===== src/rtl/lm_pkg.sv =====
package lm_pkg;

  typedef enum logic {
    PH_EVEN = 1'b0,
    PH_ODD  = 1'b1
  } lm_phase_e;

  function automatic int lane_for_slot(input int slot, input lm_phase_e ph);
    return 2 * slot + ((ph == PH_ODD) ? 1 : 0);
  endfunction

endpackage


===== src/rtl/lm_phase.sv =====
module lm_phase
  import lm_pkg::*;
(
  input  logic      clk,
  input  logic      rst,
  input  logic      en,
  output lm_phase_e phase
);

  always_ff @(posedge clk) begin
    if (rst) begin
      phase <= PH_EVEN;
    end else if (en) begin
      phase <= (phase == PH_EVEN) ? PH_ODD : PH_EVEN;
    end
  end

endmodule


===== src/rtl/lm_read_ctrl.sv =====
module lm_read_ctrl
  import lm_pkg::*;
#(
  parameter int NUM_LANES = 4
) (
  input  logic                 rst,
  input  logic                 en,
  input  lm_phase_e            phase,
  output logic [NUM_LANES-1:0] lane_rd
);

  logic active;
  assign active = en && !rst;

  for (genvar l = 0; l < NUM_LANES; l++) begin : g_lane
    localparam lm_phase_e LANE_PH = ((l % 2) == 1) ? PH_ODD : PH_EVEN;
    assign lane_rd[l] = active && (phase == LANE_PH);
  end

endmodule


===== src/rtl/lm_slot.sv =====
module lm_slot
  import lm_pkg::*;
#(
  parameter int LANE_W = 66,
  parameter int TAG_W  = 2,
  parameter int SLOT   = 0
) (
  input  logic              clk,
  input  logic              rst,
  input  logic              en,
  input  lm_phase_e         phase,
  input  logic              even_vld,
  input  logic [LANE_W-1:0] even_data,
  input  logic              odd_vld,
  input  logic [LANE_W-1:0] odd_data,
  output logic              slot_vld,
  output logic [TAG_W-1:0]  slot_tag,
  output logic [LANE_W-1:0] slot_data
);

  localparam logic [TAG_W-1:0] EVEN_TAG = TAG_W'(lane_for_slot(SLOT, PH_EVEN));
  localparam logic [TAG_W-1:0] ODD_TAG  = TAG_W'(lane_for_slot(SLOT, PH_ODD));

  logic              sel_vld;
  logic [LANE_W-1:0] sel_data;
  logic [TAG_W-1:0]  sel_tag;

  always_comb begin
    if (phase == PH_ODD) begin
      sel_vld  = odd_vld;
      sel_data = odd_data;
      sel_tag  = ODD_TAG;
    end else begin
      sel_vld  = even_vld;
      sel_data = even_data;
      sel_tag  = EVEN_TAG;
    end
  end

  always_ff @(posedge clk) begin
    if (rst) begin
      slot_vld  <= 1'b0;
      slot_tag  <= '0;
      slot_data <= '0;
    end else if (en) begin
      slot_vld <= sel_vld;
      slot_tag <= sel_tag;
      if (sel_vld) begin
        slot_data <= sel_data;
      end
    end else begin
      slot_vld <= 1'b0;
    end
  end

endmodule


===== src/rtl/lane_merge4to2.sv =====
module lane_merge4to2
  import lm_pkg::*;
#(
  parameter int NUM_LANES = 4,
  parameter int LANE_W    = 66
) (
  input  logic                              clk,
  input  logic                              rst,
  input  logic                              en,
  input  logic [NUM_LANES-1:0]              lane_valid,
  input  logic [NUM_LANES*LANE_W-1:0]       lane_data,
  output logic [NUM_LANES-1:0]              lane_rd,
  output logic [NUM_LANES/2-1:0]            out_valid,
  output logic [NUM_LANES/2*$clog2(NUM_LANES)-1:0] out_lane,
  output logic [NUM_LANES/2*LANE_W-1:0]     out_data
);

  localparam int NUM_SLOTS = NUM_LANES / 2;
  localparam int TAG_W     = $clog2(NUM_LANES);

  lm_phase_e phase;

  lm_phase u_phase (
    .clk   (clk),
    .rst   (rst),
    .en    (en),
    .phase (phase)
  );

  lm_read_ctrl #(
    .NUM_LANES (NUM_LANES)
  ) u_rdctl (
    .rst     (rst),
    .en      (en),
    .phase   (phase),
    .lane_rd (lane_rd)
  );

  for (genvar s = 0; s < NUM_SLOTS; s++) begin : g_slot
    localparam int LE = 2 * s;
    localparam int LO = 2 * s + 1;
    lm_slot #(
      .LANE_W (LANE_W),
      .TAG_W  (TAG_W),
      .SLOT   (s)
    ) u_slot (
      .clk       (clk),
      .rst       (rst),
      .en        (en),
      .phase     (phase),
      .even_vld  (lane_valid[LE]),
      .even_data (lane_data[LE*LANE_W +: LANE_W]),
      .odd_vld   (lane_valid[LO]),
      .odd_data  (lane_data[LO*LANE_W +: LANE_W]),
      .slot_vld  (out_valid[s]),
      .slot_tag  (out_lane[s*TAG_W +: TAG_W]),
      .slot_data (out_data[s*LANE_W +: LANE_W])
    );
  end

endmodule


===== config.mk =====
export PLATFORM = sky130hd
export DESIGN_NAME = lane_merge4to2
export DESIGN_NICKNAME = d
export VERILOG_FILES = /design/src/rtl/lm_pkg.sv /design/src/rtl/lm_phase.sv /design/src/rtl/lm_read_ctrl.sv /design/src/rtl/lm_slot.sv /design/src/rtl/lane_merge4to2.sv
export SDC_FILE = /design/constraint.sdc
export NUM_CORES = 1
export LEC_CHECK = 0
export BUFFER_PORTS_ARGS = -buffer_cell sky130_fd_sc_hd__buf_2
export CAP_MARGIN = 20
export CELL_PAD_IN_SITES_DETAIL_PLACEMENT = 1
export CELL_PAD_IN_SITES_GLOBAL_PLACEMENT = 1
export CORE_AREA = 2 2 162 164
export DETAILED_ROUTE_END_ITERATION = 10
export DIE_AREA = 0 0 164 166
export PLACE_DENSITY = 0.68
export RECOVER_POWER = 25
export SYNTH_ARGS = -nofsm -noshare
export SYNTH_HDL_FRONTEND = slang
export SYNTH_SLANG_ARGS = --single-unit

===== constraint.sdc =====
create_clock -name clk -period 2.2 [get_ports clk]
set_input_delay 0.22 -clock clk [delete_from_list [all_inputs] [get_ports clk]]
set_output_delay 0.22 -clock clk [all_outputs]
set_load 0.01 [all_outputs]

==> flow_summary.ini <==
[status]
outcome = completed

[final_layout]
area_delta_synth_final_pct = 41.6
nNetsFinal = 1263
drive_gt1_share_pct = 45.0
fill_cells = 3057

[synth]
synth_top_area_share_pct = 41.8
yosys.cell_types.count = 19
syn-num-nets = 900
netlist_area_um2 = 6560
yosysTopAreaCell = dfxtp_1
synth_seq_cells = 137
yosysWarnings = 0
yosys-top-cells-area = dfxtp_1, mux2i_1, a211oi_2
avgSynthCellArea_um2 = 10.4
ys_seq_area_share_pct = 41.8
syn_inst = 629

[worst_setup_path]
worstRegToRegCells = 4
cp_data_required_time_ns = 1.98
cp_slowest_cell = dfxtp_4
regToRegSetupSlack_ns = 0.43
slowest_delay_ns = 0.39
timing.rr.end = g_slot[0].u_slot.slot_data[5]$_SDFFE_PP0P_
timing.rr.start = u_phase.phase$_SDFFE_PP0P_
path_class = reg -> out
crit_chain = buf_12 -> and3b_1 -> buf_2
cp.arrival_ns = 1.57
crit_fanout = 68
startpoint_type = register
cp_num_buf_inv = 2
cpLargestDelayFamily = buffers and inverters
end_kind = output pin

[global_route]
grt_pass1_wl_um = 35700
grt_overflow = 0
antenna_found_initial = 2
grt_pass1_vias = 6480
grt_use_met2_pct = 29.5
top_usage_layer = met2
grt_max_degree = 69
met1_usage_pct = 19.7
gr-usage-met3_pct = 3.55
gr-usage-all-layers_pct = 16.6

[power_and_ir_drop]
p_seq_share_pct = 37.8
p_sw_mw = 2.15
internal-power_mw = 5.29
power_mw = 7.44
power_density_nw_per_um2 = 801
leakagePower_nw = 3.91
combPwrFrac_pct = 22.1
pwr-share-clk_pct = 40.1
swShare_pct = 28.9
peakVddDrop_v = 0.000448

[detailed_routing]
num_vias = 6282
routed_wl_um = 23700
firstDrtPassIters = 4
routedWlPerCell_um = 17.7
ant_nets = 0
drc = 0
vias_per_cell = 4.70
drtIter0Drc = 244

[clock_tree]
cts_tree = built
clockBufferDepth = 2
cts_max_level = 4
cts_resized = 0
cts_root_buffer = clkbuf_16
cts_buffers = 17
post-cts-setup-buffers = 0
postCtsHoldBufs = 0
clk_pin_slew_worst_paths_ns = 0.06
clock-sinks = 137
clock_latency_ns = 0.41

[worst_hold_path]
min_to = g_slot[0].u_slot.slot_data[21]$_SDFFE_PP0P_
worstHoldStart = lane_data[21]
whs_path_depth = 3
hp-class = in -> reg

[timing]
fmax_mhz = 559
layout_setup_ws_ns = 0.410
fin_tns_setup_ns = 0
slew_violations = 0
finalCriticalPeriod_ns = 1.79
rsz0062_at_grt = false
final_hold_viol_count = 0
finalCritPeriodShare_pct = 81.3
worst_slew_pin_slew_ns = 1.47
clock_skew_ns = 0.0124
setup_viol = 0
slew_headroom_pct = 2.32

[placement]
pre_cts_slack_ns = 0.493
io_buffers = 411
hpwl_um = 17400
gp_congestion = 0.752

[floorplan]
coreArea_um2 = 25600
initial_core_util_pct = 25.6
placementRows = 59
dieArea_um2 = 27200
io_pins = 413
die_h_um = 166
die_w_um = 164

[run]
drv_cap = 0
worst register-to-register path, delay by kind of cell (launching register included):
kind	cells	cell delay, ns
AOI/OAI and AO/OA	2	0.55
buffers and inverters	1	0.56
DFF	1	0.37
muxes	1	0.20
cell usage in the layout, fill, tap and decap left out:
cell and count:
clkinvlp_4 1, clkbuf_16 17, bufinv_16 4, clkinv_2 3
a211oi_2 60, clkbuf_2 1, buf_4 10, diode_2 1
inv_6 1, xnor2_1 1, mux2i_1 133, and2_2 2
dfxtp_1 136, nor2_1 4, a21oi_1 132, nor2b_1 2
dfxtp_4 1, nor3b_1 1, clkinv_4 3, and3b_1 1
buf_2 341, a211oi_1 72, mux2_4 2, clkbuf_1 68
buf_12 4, buf_6 1, conb_1 1
final cells by class:
type | count | area [um^2] | share of cell area [%]
Sequential cell | 137 | 2750 | 29.6
Clock inverter | 12 | 178 | 1.91
Multi-Input combinational cell | 411 | 3380 | 36.4
Clock buffer | 17 | 425 | 4.58
Antenna cell | 1 | 2.50 | 0.0269
Timing Repair Buffer | 425 | 2130 | 23.0
Tap cell | 335 | 419 | 4.51
flip-flops by register name, indices dropped and copies added, names as in the netlist:
| register | cells |
|---|---|
| g_slot.u_slot.slot_vld | 2 |
| g_slot.u_slot.slot_tag | 2 |
| u_phase.phase | 1 |
| g_slot.u_slot.slot_data | 132 |
per-layer routing:
metal | part of all wire, % | wire [um] | vias to the layer above
li1 | - | - | 3093
met1 | 41 | 9720 | 2958
met2 | 51 | 12100 | 204
met3 | 6.1 | 1430 | 27
met4 | 1.9 | 441 | 0
met5 | 0 | 0 | -
cell usage after synthesis:
library cell,number
dfxtp_1,137
mux2i_1,133
a21oi_1,132
a211oi_1,72
a211oi_2,60
clkbuf_1,41
buf_2,20
buf_4,9
buf_6,9
nor2_1,4
and2_1,2
mux2_4,2
nor2b_1,2
and3b_1,1
buf_1,1
clkbuf_4,1
conb_1,1
nor3b_1,1
xnor2_1,1
cell families after synthesis:
group	after synthesis	share of synthesized area (%)
AOI/OAI and AO/OA	264	29.8
xor gates and xnor gates	1	0.134
buffers and inverters	81	6.62
DFF	137	41.8
muxes	135	20.8
other	1	0.0572
and+or+nand+nor	10	0.858
power by group through the flow:
stage                     combinational, mW  sequential, mW  clock, mW
after floorplan                       0.926            2.96          0
after CTS                              1.71            2.81       3.09
after global routing                   1.80            2.84       3.20
final                                  1.65            2.82       2.98
after global placement                 1.68            2.86          0
after detailed placement               1.71            2.86          0
how the worst max path moves through the flow:
stage | from | cells after the start | to
after floorplan | u_phase.phase$_SDFFE_PP0P_ | 5 | lane_rd[2]
after global placement | u_phase.phase$_SDFFE_PP0P_ | 4 | g_slot[1].u_slot.slot_data[50]$_SDFFE_PP0P_
after detailed placement | u_phase.phase$_SDFFE_PP0P_ | 4 | g_slot[1].u_slot.slot_data[41]$_SDFFE_PP0P_
after CTS | u_phase.phase$_SDFFE_PP0P_ | 3 | lane_rd[3]
after global routing | u_phase.phase$_SDFFE_PP0P_ | 4 | g_slot[0].u_slot.slot_data[5]$_SDFFE_PP0P_
final | u_phase.phase$_SDFFE_PP0P_ | 3 | lane_rd[3]
through the flow:
step | instance area (um^2) | util [%] | hold WS [ns] | cells
6_report | 9290 | 36.3 | 0.153 | 1338
5_1_grt | 9290 | 36.3 | 0.143 | 1337
4_1_cts | 9370 | 36.6 | 0.132 | 1337
3_5_place_dp | 8770 | 34.2 | 0.472 | 1308
3_3_place_gp | 8770 | 34.2 | 0.452 | 1308
2_1_floorplan | 6560 | - | 0.455 | 629
No activity file was read; power rests on OpenSTA's default activity.
